**config.mk**
```make
export PLATFORM = sky130hd
export DESIGN_NAME = hdr_ratio_sel
export DESIGN_NICKNAME = d
export VERILOG_FILES = /design/src/rtl/hdr_ratio_pkg.sv /design/src/rtl/hdr_word_counter.sv /design/src/rtl/hdr_flag_capture.sv /design/src/rtl/hdr_ratio_encode.sv /design/src/rtl/hdr_ratio_sel.sv
export SDC_FILE = /design/constraint.sdc
export NUM_CORES = 1
export LEC_CHECK = 0
export BUFFER_PORTS_ARGS = -buffer_cell sky130_fd_sc_hd__buf_4
export CAP_MARGIN = 15
export CELL_PAD_IN_SITES_DETAIL_PLACEMENT = 1
export CELL_PAD_IN_SITES_GLOBAL_PLACEMENT = 1
export CORE_UTILIZATION = 27
export DETAILED_ROUTE_END_ITERATION = 10
export PLACE_DENSITY = 0.8
export SLEW_MARGIN = 20
export SYNTH_ARGS = -nofsm -noshare
export SYNTH_HDL_FRONTEND = slang
export SYNTH_SLANG_ARGS = --single-unit
```
**constraint.sdc**
```tcl
create_clock -name clk -period 1.27 [get_ports clk]
set_input_delay 0.1905 -clock clk [delete_from_list [all_inputs] [get_ports clk]]
set_output_delay 0.1905 -clock clk [all_outputs]
set_load 0.005 [all_outputs]
```
**src/rtl/hdr_ratio_pkg.sv**
```systemverilog
package hdr_ratio_pkg;
  typedef enum logic [1:0] {
    ST_IDLE = 2'd0,
    ST_HDR  = 2'd1,
    ST_DONE = 2'd2,
    ST_ERR  = 2'd3
  } hdr_state_e;

  localparam logic [1:0] RATIO_X1 = 2'd0;
  localparam logic [1:0] RATIO_X2 = 2'd1;
  localparam logic [1:0] RATIO_X4 = 2'd2;
  localparam logic [1:0] RATIO_X8 = 2'd3;
endpackage

```
**src/rtl/hdr_word_counter.sv**
```systemverilog
module hdr_word_counter #(
  parameter int unsigned LIMIT = 230,
  parameter int unsigned CW    = 8
) (
  input  logic          clk,
  input  logic          rst_n,
  input  logic          clr_i,
  input  logic          adv_i,
  output logic [CW-1:0] idx_o
);
  logic [CW-1:0] idx_q, idx_d;
  logic          at_limit;

  assign at_limit = (idx_q == CW'(LIMIT));

  always_comb begin
    idx_d = idx_q;
    if (clr_i)                   idx_d = '0;
    else if (adv_i && !at_limit) idx_d = idx_q + 1'b1;
  end

  always_ff @(posedge clk or negedge rst_n) begin
    if (!rst_n) idx_q <= '0;
    else        idx_q <= idx_d;
  end

  assign idx_o = idx_q;

  // index saturates and never runs past the limit
  assert_cnt_bound_R8: assert property (@(posedge clk) disable iff (!rst_n)
    idx_q <= CW'(LIMIT));
endmodule

```
**src/rtl/hdr_flag_capture.sv**
```systemverilog
module hdr_flag_capture #(
  parameter int unsigned DATA_W  = 32,
  parameter int unsigned CW      = 8,
  parameter int unsigned ENC_IDX = 69,
  parameter int unsigned CMP_IDX = 229,
  parameter int unsigned ENC_LSB = 2,
  parameter int unsigned ENC_W   = 2,
  parameter int unsigned CMP_BIT = 1
) (
  input  logic              clk,
  input  logic              rst_n,
  input  logic              clr_i,
  input  logic              adv_i,
  input  logic [CW-1:0]     idx_i,
  input  logic [DATA_W-1:0] data_i,
  output logic              enc_o,
  output logic              cmp_o
);
  logic enc_q, enc_d, cmp_q, cmp_d;
  logic enc_hit, cmp_hit;

  assign enc_hit = adv_i && (idx_i == CW'(ENC_IDX));
  assign cmp_hit = adv_i && (idx_i == CW'(CMP_IDX));

  always_comb begin
    enc_d = enc_q;
    cmp_d = cmp_q;
    if (clr_i) begin
      enc_d = 1'b0;
      cmp_d = 1'b0;
    end else begin
      if (enc_hit) enc_d = |data_i[ENC_LSB +: ENC_W];
      if (cmp_hit) cmp_d = ~data_i[CMP_BIT];
    end
  end

  always_ff @(posedge clk or negedge rst_n) begin
    if (!rst_n) begin
      enc_q <= 1'b0;
      cmp_q <= 1'b0;
    end else begin
      enc_q <= enc_d;
      cmp_q <= cmp_d;
    end
  end

  assign enc_o = enc_q;
  assign cmp_o = cmp_q;

  // encryption flag moves only on a start or on the encryption word
  assert_enc_hold_R3: assert property (@(posedge clk) disable iff (!rst_n)
    !clr_i && !enc_hit |=> $stable(enc_q));
endmodule

```
**src/rtl/hdr_ratio_encode.sv**
```systemverilog
module hdr_ratio_encode
  import hdr_ratio_pkg::*;
(
  input  logic       wide_i,
  input  logic       enc_i,
  input  logic       cmp_i,
  output logic [1:0] code_o
);
  logic [1:0] base;

  always_comb begin
    if (cmp_i)      base = RATIO_X4;
    else if (enc_i) base = RATIO_X2;
    else            base = RATIO_X1;
    if ((enc_i || cmp_i) && wide_i) code_o = base + 2'd1;
    else                            code_o = base;
  end
endmodule

```
**src/rtl/hdr_ratio_sel.sv**
```systemverilog
module hdr_ratio_sel
  import hdr_ratio_pkg::*;
#(
  parameter int unsigned DATA_W  = 32,
  parameter int unsigned ENC_IDX = 69,
  parameter int unsigned CMP_IDX = 229
) (
  input  logic              clk,
  input  logic              rst_n,
  input  logic              sos_i,
  input  logic              wide_mode_i,
  input  logic              word_valid_i,
  output logic              word_ready_o,
  input  logic [DATA_W-1:0] word_data_i,
  input  logic              word_last_i,
  output logic [1:0]        ratio_code_o,
  output logic              cfg_wide_o,
  output logic              ratio_valid_o,
  output logic              short_err_o
);
  localparam int unsigned LIMIT = CMP_IDX + 1;
  localparam int unsigned CW    = $clog2(LIMIT + 1);

  hdr_state_e    st_q, st_d;
  logic          wide_q, wide_d;
  logic          acc, adv;
  logic [CW-1:0] idx;
  logic          enc_f, cmp_f;
  logic [1:0]    code_raw;

  assign word_ready_o = 1'b1;
  assign acc = word_valid_i && word_ready_o;
  assign adv = acc && (st_q == ST_HDR) && !sos_i;

  hdr_word_counter #(.LIMIT(LIMIT), .CW(CW)) cnt_i (
    .clk(clk), .rst_n(rst_n), .clr_i(sos_i), .adv_i(adv), .idx_o(idx)
  );

  hdr_flag_capture #(
    .DATA_W(DATA_W), .CW(CW), .ENC_IDX(ENC_IDX), .CMP_IDX(CMP_IDX),
    .ENC_LSB(2), .ENC_W(2), .CMP_BIT(1)
  ) cap_i (
    .clk(clk), .rst_n(rst_n), .clr_i(sos_i), .adv_i(adv), .idx_i(idx),
    .data_i(word_data_i), .enc_o(enc_f), .cmp_o(cmp_f)
  );

  hdr_ratio_encode enc_i (
    .wide_i(wide_q), .enc_i(enc_f), .cmp_i(cmp_f), .code_o(code_raw)
  );

  always_comb begin
    st_d = st_q;
    if (sos_i) begin
      st_d = ST_HDR;
    end else if (adv) begin
      if (idx == CW'(CMP_IDX)) st_d = ST_DONE;
      else if (word_last_i)    st_d = ST_ERR;
    end
  end

  always_comb begin
    wide_d = wide_q;
    if (sos_i) wide_d = wide_mode_i;
  end

  always_ff @(posedge clk or negedge rst_n) begin
    if (!rst_n) begin
      st_q   <= ST_IDLE;
      wide_q <= 1'b0;
    end else begin
      st_q   <= st_d;
      wide_q <= wide_d;
    end
  end

  assign ratio_valid_o = (st_q == ST_DONE);
  assign short_err_o   = (st_q == ST_ERR);
  assign cfg_wide_o    = wide_q;
  assign ratio_code_o  = ratio_valid_o ? code_raw : RATIO_X1;

  // a stream ends either with a ratio or with an error, never both
  assert_one_outcome_R7: assert property (@(posedge clk) disable iff (!rst_n)
    !(ratio_valid_o && short_err_o));

  // once valid, result holds until the next start
  assert_hold_R6: assert property (@(posedge clk) disable iff (!rst_n)
    ratio_valid_o && !sos_i |=> ratio_valid_o && $stable(ratio_code_o));

  // valid only rises right after an accepted word
  assert_rise_R6: assert property (@(posedge clk) disable iff (!rst_n)
    $rose(ratio_valid_o) |-> $past(word_valid_i && !sos_i));

  // no code without a valid result
  assert_idle_code_R11: assert property (@(posedge clk) disable iff (!rst_n)
    !ratio_valid_o |-> ratio_code_o == RATIO_X1);

  // the x8 code only appears in 32-bit mode
  assert_x8_wide_R5: assert property (@(posedge clk) disable iff (!rst_n)
    ratio_valid_o && ratio_code_o == RATIO_X8 |-> cfg_wide_o);

  // a start clears both outcomes
  assert_sos_clear_R9: assert property (@(posedge clk) disable iff (!rst_n)
    sos_i |=> !ratio_valid_o && !short_err_o);
endmodule

```
==> flow_metrics.tcl <==
set metrics [dict create \
    reg2reg_slack_ns -0.15 \
    fin_util 0.432 \
    synth-edff-count 0 \
    setup_viol 13 \
    path_clk_slew_ns 0.08 \
    worstSetupEndpointType "flip-flop" \
    fmax_mhz 706 \
    rsz0062_at_grt "yes" \
    layout-drive-gt1-share 0.492 \
    synth.area.top_cells "dfrtp_1 41%, mux2i_1 5.0%, ha_1 4.7%, a21oi_1 3.8%, nand2_1 3.8%" \
    finalClockSkew_ns 0.00479 \
    start_util 0.287 \
    core_area_um2 2780 \
    rows 19 \
    worst-r2r-cell-count 4 \
    dp_hpwl_mm 1.61 \
    status "finished with violations" \
    die_area_um2 3180 \
    slew_violations 0 \
    via_per_inst 5.32 \
    routabilityCongestion 0.797 \
    clk_latency_ns 0.29 \
    netlist.area_leader.share 0.407 \
    ir_drop_mv 0.367 \
    grt_pass1_vias 842 \
    layout.nets 160 \
    whs_path_depth 2 \
    io_buffers 13 \
    max_cap_violations 0 \
    r2r_start "st_q[1]" \
    ys_ff_latch 13 \
    die_h_um 56.4 \
    synth_cells 84 \
    tritoncts "yes" \
    drc_errors 0 \
    p_per_area_nw_per_um2 753 \
    synth-main-ff-cell "dfrtp_1" \
    final_cell_mix "29 x buf_4, 11 x dfrtp_1, 8 x nand2_1" \
    first_pass_iters 3 \
    clock_path_buffers 2 \
    antenna-diode-count 0 \
    worst-path-max-fanout 4 \
    clockRootBuffer "clkbuf_4" \
    fin_crit_sh 1.12 \
    start_kind "flip-flop" \
    drtIter0Drc 21 \
    drt-total-wl_mm 2.39 \
    grt_antenna_before_repair 0 \
    areaGrowthSynthToFinish_pct 50.2 \
    fin_area_um2 1200 \
    wl_per_cell_um 16.1 \
    cts_sinks 13 \
    io_pins 44 \
    path_class "flip-flop to flip-flop" \
    r2r-end "cnt_i.idx_o[5]" \
    layout_commonest_cell "buf_4" \
    min_path_type "input pin to flip-flop" \
    ys_types 35 \
    yosys.area.top_type "dfrtp_1" \
    mappedNetlistArea_um2 800 \
    grt_usage 0.160 \
    grt_start_max_net_pins 14 \
    yosysSeqAreaShare 0.407 \
    avgSynthCellArea_um2 9.52 \
    placed_area_um2 1040 \
    crit_arrival_ns 1.64 \
    final_hold_viol_count 0 \
    period_minus_slack_ns 1.42 \
    die_x_um 56.4 \
    clock_tree.htree_level_count 1 \
    p_leak_nw 0.537 \
    synthArstFlopShare 1.00 \
    min_to "cap_i.cmp_o" \
    failed_checks "negative setup slack" \
    drtAntennaViolNets 0 \
    worst_slack_ns -0.147 \
    grt_first_pass_wirelength_mm 3.82 \
    synth_warnings 0 \
    hold_start "word_data_i[1]" \
    grt_overflow_total 0 \
    synthesis.nets 125 \
    vias 792 \
    cp_data_required_time_ns 1.49 \
    cts_inserted_buffers 3 \
]
[metal layers]
layer  track usage  wire, µm  up-vias
met2         0.306      1350       19
met3        0.0138        61        5
met1         0.169       923      397
met4        0.0941        61        0
li1              -         -      371
met5             0         0        -
[cell families (layout without fill, tap and decap cells)]
logic type      after synthesis  count (layout)  synth area share
fa+ha+maj                     3               3            0.0470
compound gates               16              16             0.138
other cells                   1               1           0.00469
simple gates                 35              35             0.272
buf+inv                      10              44            0.0532
flops                        13              13             0.407
mux                           6               6            0.0782
[cells in the mapped netlist (all sizes together) (2+ instances only)]
cell type / count
a21oi: 6
buf: 2
dfrtp: 13
ha: 3
inv: 7
mux2: 2
mux2i: 4
nand2: 8
nand3: 3
nand4: 2
nor2: 8
o2bb2ai: 2
o31ai: 2
or4: 2
[through the flow]
stage | power, mW | cells | hold slack, ns | setup WS [ns] | setup TNS [ns]
6_report | 0.905 | 149 | 0.0873 | -0.147 | -1.09
5_1_grt | 0.935 | 149 | 0.0985 | -0.210 | -1.88
4_1_cts | 0.901 | 148 | 0.0918 | -0.138 | -1.04
3_5_place_dp | 0.600 | 139 | 0.0507 | -0.140 | -0.869
3_3_place_gp | 0.589 | 139 | 0.0472 | -0.0905 | -0.455
2_1_floorplan | 0.514 | 84 | -0.105 | -0.0870 | -0.148
[how the worst max path moves through the flow]
stage / from / end / slack (ns)
2_1_floorplan: st_q[1] / cnt_i.idx_o[7] / -0.09
3_3_place_gp: cnt_i.idx_o[0] / cnt_i.idx_o[6] / -0.09
3_5_place_dp: st_q[1] / cnt_i.idx_o[7] / -0.14
4_1_cts: st_q[1] / cnt_i.idx_o[5] / -0.14
5_1_grt: st_q[0] / cnt_i.idx_o[5] / -0.21
6_report: st_q[1] / cnt_i.idx_o[5] / -0.15
[flip-flops by register name, indices dropped and copies added, names as in the netlist]
name,cells
cnt_i.idx_o,8
st_q,2
cap_i.cmp_o,1
cap_i.enc_o,1
cfg_wide_o,1
[final cells by class]
| class | instances | area, µm² |
|---|---|---|
| clock buffers | 4 | 26.3 |
| fillers | 322 | 1580 |
| well taps | 31 | 38.8 |
| multi-input cells | 61 | 520 |
| inverters | 7 | 26.3 |
| flip-flops and latches | 13 | 328 |
| repair buffers | 33 | 262 |
[critical path: stages, from the launching register on]
cell and delay (ns):
dfrtp_1 0.40, nand4bb_4 0.25, buf_6 0.16, or4_4 0.41, a21oi_2 0.13
[report_power, final]
group	switching (mW)	leakage (nW)	internal, mW
logic	0.0848	0.353	0.100
registers	0.0219	0.169	0.429
clock network	0.147	0.0150	0.122
[repair_timing]
item	4_1_cts	5_1_grt
resized for setup	16	7
endpoints found under the setup margin	16	16
hold endpoints to repair	13	0
pin swaps	5	3
buffers inserted	4	1
hold buffers	1	0
(Power assumes the default switching activity.)
